===== config.mk =====
export PLATFORM = sky130hd
export DESIGN_NAME = vid_serializer
export DESIGN_NICKNAME = d
export VERILOG_FILES = /design/src/rtl/vid_ser_pkg.sv /design/src/rtl/vid_ser_ctrl.sv /design/src/rtl/vid_ser_path.sv /design/src/rtl/vid_serializer.sv
export SDC_FILE = /design/constraint.sdc
export NUM_CORES = 1
export LEC_CHECK = 0
export ABC_AREA = 1
export BUFFER_PORTS_ARGS = -buffer_cell sky130_fd_sc_hd__clkbuf_2
export CAP_MARGIN = 25
export CORE_MARGIN = 10
export CORE_UTILIZATION = 53
export CTS_BUF_LIST = sky130_fd_sc_hd__clkbuf_4 sky130_fd_sc_hd__clkbuf_8
export DETAILED_ROUTE_END_ITERATION = 7
export PLACE_DENSITY = 0.76
export SLEW_MARGIN = 10
export SYNTH_ARGS = -nofsm -noshare
export SYNTH_HDL_FRONTEND = slang
export SYNTH_SLANG_ARGS = --single-unit

===== constraint.sdc =====
create_clock -name clk -period 2 [get_ports clk]
set_input_delay 0.4 -clock clk [delete_from_list [all_inputs] [get_ports clk]]
set_output_delay 0.4 -clock clk [all_outputs]
set_load 0.02 [all_outputs]

===== src/rtl/vid_ser_pkg.sv =====
package vid_ser_pkg;
  localparam int WORD_W   = 10;
  localparam int NARROW_W = 8;
  localparam int LFSR_LEN = 9;
  localparam int LFSR_TAP = 4;

  typedef struct packed {
    logic load;   // capture a new word this edge
    logic clear;  // flush all encoder state
    logic plain;  // word in flight uses plain shift-out
  } serStrobes_t;
endpackage


===== src/rtl/vid_ser_ctrl.sv =====
module vid_ser_ctrl
  import vid_ser_pkg::*;
(
  input  logic        clk,
  input  logic        rstN,
  input  logic        loadEn,
  input  logic        flush,
  input  logic        plainMode,
  output serStrobes_t strobes
);
  logic wordPlain;
  logic armed;

  always_ff @(posedge clk or negedge rstN) begin
    if (!rstN) begin
      wordPlain <= 1'b0;
      armed     <= 1'b0;
    end else begin
      armed <= 1'b1;
      if (loadEn && !flush) wordPlain <= plainMode;
    end
  end

  always_comb begin
    strobes.clear = flush;
    strobes.load  = loadEn & ~flush;
    strobes.plain = wordPlain;
  end

  // mode only moves on an accepted load
  a_r6_mode_hold: assert property (@(posedge clk) disable iff (!rstN)
    armed && !$past(loadEn && !flush) |-> $stable(wordPlain));

  // an accepted load takes the sampled mode
  a_r6_mode_take: assert property (@(posedge clk) disable iff (!rstN)
    armed && $past(loadEn && !flush) |-> wordPlain == $past(plainMode));
endmodule


===== src/rtl/vid_ser_path.sv =====
module vid_ser_path
  import vid_ser_pkg::*;
#(
  parameter int WIDTH  = WORD_W,
  parameter int NARROW = NARROW_W,
  parameter int SLEN   = LFSR_LEN,
  parameter int STAP   = LFSR_TAP
) (
  input  logic             clk,
  input  logic             rstN,
  input  serStrobes_t      strobes,
  input  logic [WIDTH-1:0] dataIn,
  input  logic             wide8,
  output logic             serOut
);
  localparam int PAD_W = WIDTH - NARROW;

  logic [WIDTH-1:0] shiftReg;
  logic [WIDTH-1:0] wordIn;
  logic [SLEN-1:0]  lfsr;     // lfsr[k] holds s[n-1-k]
  logic             nrziQ;
  logic             outReg;
  logic             dataBit;
  logic             scrBit;
  logic             armed;

  generate
    if (PAD_W > 0) begin : g_pad
      assign wordIn = wide8 ? {dataIn[NARROW-1:0], {PAD_W{1'b0}}} : dataIn;
    end else begin : g_nopad
      assign wordIn = dataIn;
    end
  endgenerate

  assign dataBit = shiftReg[0];
  assign scrBit  = dataBit ^ lfsr[STAP-1] ^ lfsr[SLEN-1];
  assign serOut  = outReg;

  always_ff @(posedge clk or negedge rstN) begin
    if (!rstN) begin
      shiftReg <= '0;
      lfsr     <= '0;
      nrziQ    <= 1'b0;
      outReg   <= 1'b0;
      armed    <= 1'b0;
    end else begin
      armed <= 1'b1;
      if (strobes.clear) begin
        shiftReg <= '0;
        lfsr     <= '0;
        nrziQ    <= 1'b0;
        outReg   <= 1'b0;
      end else begin
        shiftReg <= strobes.load ? wordIn : {1'b0, shiftReg[WIDTH-1:1]};
        if (strobes.plain) begin
          lfsr   <= '0;
          nrziQ  <= 1'b0;
          outReg <= dataBit;
        end else begin
          lfsr   <= {lfsr[SLEN-2:0], scrBit};
          nrziQ  <= nrziQ ^ scrBit;
          outReg <= nrziQ ^ scrBit;
        end
      end
    end
  end

  // an accepted load lands the word in the shift register
  a_r1_load_word: assert property (@(posedge clk) disable iff (!rstN)
    armed && $past(strobes.load && !strobes.clear) |-> shiftReg == $past(wordIn));

  // without a load the register moves one place toward bit 0
  a_r2_shift_step: assert property (@(posedge clk) disable iff (!rstN)
    armed && $past(!strobes.load && !strobes.clear)
    |-> shiftReg == {1'b0, $past(shiftReg[WIDTH-1:1])});

  // in encoding mode the output toggles exactly on a scrambled one
  a_r4_nrzi_toggle: assert property (@(posedge clk) disable iff (!rstN)
    armed && $past(!strobes.plain && !strobes.clear)
    |-> (serOut ^ $past(nrziQ)) == $past(scrBit) && serOut == nrziQ);

  // plain mode keeps encoder history at zero and passes data through
  a_r5_plain_state: assert property (@(posedge clk) disable iff (!rstN)
    armed && $past(strobes.plain && !strobes.clear)
    |-> lfsr == '0 && !nrziQ && serOut == $past(dataBit));

  // flush leaves every state element cleared
  a_r7_flush_clears: assert property (@(posedge clk) disable iff (!rstN)
    armed && $past(strobes.clear)
    |-> shiftReg == '0 && lfsr == '0 && !nrziQ && !serOut);
endmodule


===== src/rtl/vid_serializer.sv =====
module vid_serializer
  import vid_ser_pkg::*;
(
  input  logic              clk,
  input  logic              rstN,
  input  logic              loadEn,
  input  logic [WORD_W-1:0] dataIn,
  input  logic              wide8,
  input  logic              plainMode,
  input  logic              flush,
  output logic              serOut
);
  serStrobes_t strobes;

  vid_ser_ctrl u_ctrl (
    .clk       (clk),
    .rstN      (rstN),
    .loadEn    (loadEn),
    .flush     (flush),
    .plainMode (plainMode),
    .strobes   (strobes)
  );

  vid_ser_path #(
    .WIDTH  (WORD_W),
    .NARROW (NARROW_W),
    .SLEN   (LFSR_LEN),
    .STAP   (LFSR_TAP)
  ) u_path (
    .clk     (clk),
    .rstN    (rstN),
    .strobes (strobes),
    .dataIn  (dataIn),
    .wide8   (wide8),
    .serOut  (serOut)
  );
endmodule


==> metrics.csv <==
metric,value,unit
CORE AREA,0.00169,mm²
asr flop ratio synth,100,%
"Seq/Total Area, Yosys",59.0,%
wire per inst,11.9,µm
YS warnings,0,
Worst Skew,0.00321,ns
Area growth syn-to-layout,14.5,%
# clock sinks,22,
port buffer count,16,
Seq cells post-synth,22,
Routed WL,1.66,mm
Worst Setup End Kind,output port,
Tcrit/Tclk final,61.5,%
first-pass GRT wire length,2.96,mm
Tot GR Track Use,10.3,%
peak supply drop,0.582,mV
CTS Hold Buffers Added,0,
vias in the first global route,712,
max incr delay on CP,0.38,ns
top post-synthesis cells by area,"dfrtp_1 (59%), a21oi_1 (8.0%), nand2_1 (6.4%)",
final count of negative-setup-slack endpoints,0,
Synth Area in Compound Gates,13.8,%
CTS root buffer,clkbuf_4,
die area,0.00384,mm²
DR iter-0 viols,14,
Clock Latency Late Sink,0.30,ns
htree depth,1,
max cap viols,0,
largest net degree at the start of global routing,23,
"Slowest-stage cell, CP",dfrtp_1,
total grt overflow,0,
WP data arrival,0.83,ns
area share of fa/ha/maj cells after synthesis,0,%
"Net count, final",139,
Mapped Cells,104,
worst slew pin tran,0.534,ns
initial antenna violation count,0,
crit path kind,register to output port,
Hold WC Path Type,primary input to async pin,
Critical Path RT,1.60,ns
Finished Core Util,63.3,%
Synth area leader,dfrtp_1,
top-count cell post-synth,dfrtp_1,
Max clock buf depth,2,
syn nets,120,
Synth Area per Inst,8.97,µm²
area share of the largest cell type after synthesis,59.0,%
RSZ-0062 raised after global routing,false,
minimum clock period,1.23,ns
layout cell share with drive strength beyond 1,21.3,%
count of cell types in the netlist,16,
Detailed Routing Iterations Pass 1,3,
Pins Over Slew Limit,0,
remaining antenna violation count,0,
total number of vias,699,
TNS Setup,0,ns
placed insts,135,
row cnt,15,
setup bufs post-CTS,0,
total power draw,885,µW
CP Launch Type,register,
simple-gate share of the synthesized area,15.4,%
vias per std cell,5.03,
Final HPWL DP,1.30,mm
Commonest cells post-synth,"dfrtp_1 (22), nand2_1 (16), a21oi_1 (15), inv_1 (15), nor2_1 (14)",
critical-path cell list,clkbuf_2,
pwr dens,829,mW/mm²
"Cell Count, Final, Fillers Out",139,
# DRC,0,
clk slew on worst S/H paths,0.12,ns
Slew HR,64.4,%
CP top delay family,flip-flops,
Static Leak,0.000546,µW
Die Span Y,62.0,µm
largest family of logic cells by synthesized area,simple AND/OR/NAND/NOR gates,
routability cong.,0.766,
ant diodes,0,
Post-Synth XOR/XNOR Area,0,%
Die Wd,62.0,µm
Crit Path Max Fanout,1,
Post-synth EDFFs,0,
post-synthesis mux area share,1.61,%
status,"complete, no violations",
cts repair resizes,0,
highest clock rate,0.813,GHz
Post-synth top flop,dfrtp_1,
starting density of the core,55.3,%
TritonCTS Buffers,3,
buffers and inverters on the worst path,1,
Fin. Hold Viols,0,
Synth Cell Area,933,µm²
Fill cells,143,
TritonCTS clock tree,built,
Ports,17,
-- per-layer routing --
metal  wire (µm)  vias to the layer above  track usage [%]
li1            -                      362                -
met1         725                      320             12.2
met2         814                       13             16.2
met3          82                        4             3.25
met4          37                        0             5.73
met5           0                        -                0
-- area by class of cell --
type                            instances  area [µm²]  share of cell area, %
Sequential cell                        22         551                   51.5
Multi-Input combinational cell         61         288                   26.9
Timing Repair Buffer                   16        80.1                   7.49
Inverter                               19        76.3                   7.14
Clock inverter                          1        30.0                   2.81
Clock buffer                            3        22.5                   2.11
Tap cell                               17        21.3                   1.99
-- cells by family after synthesis --
group           after synthesis
flops                        22
buf+inv                      21
mux                           1
compound gates               25
simple gates                 35
-- path summary, 6_finish.rpt --
kind | from | end | slack [ns] | cells past startpoint
worst min register to register | u_path.lfsr[7] | u_path.lfsr[8] | 0.47 | 2
min in group clk | dataIn[9] | u_path.shiftReg[9] | 0.32 | 3
worst max-delay path | u_path.serOut | serOut | 0.77 | 1
max in group asynchronous | rstN | u_path.shiftReg[4] | 1.60 | 1
worst max register to register | u_path.lfsr[3] | u_path.serOut | 0.97 | 8
worst min-delay path | rstN | u_path.shiftReg[3] | 0.05 | 1
-- where the power goes --
part | switching [µW] | leakage (µW) | internal, µW
Sequential | 7.37 | 0.000300 | 460
Clock | 130 | 0.0000279 | 203
Combinational | 53.7 | 0.000218 | 31.4
-- through the flow --
stage	area (µm²)	hold slack, ns	worst slack, ns
floorplan	933	0.104	0.946
global placement	1020	0.397	0.806
detailed placement	1020	0.400	0.780
CTS	1070	0.0566	0.756
global route	1070	0.0599	0.737
finish	1070	0.0504	0.770
-- cells in the final DEF, fill, tap and decap left out, drive strengths merged --
cell type  count
clkinv         1
a21oi         16
mux2           1
inv           18
nand2         17
nand3          4
dfrtp         22
nor2          14
bufinv         1
o21ai          9
clkbuf        19
-- flip-flops by register name, summed over array words and instances (netlist names) --
name / cells
u_path.nrziQ: 1
u_path.serOut: 1
u_path.lfsr: 9
u_ctrl.wordPlain: 1
u_path.shiftReg: 10
Note: power is estimated with default switching activity, not from simulation.
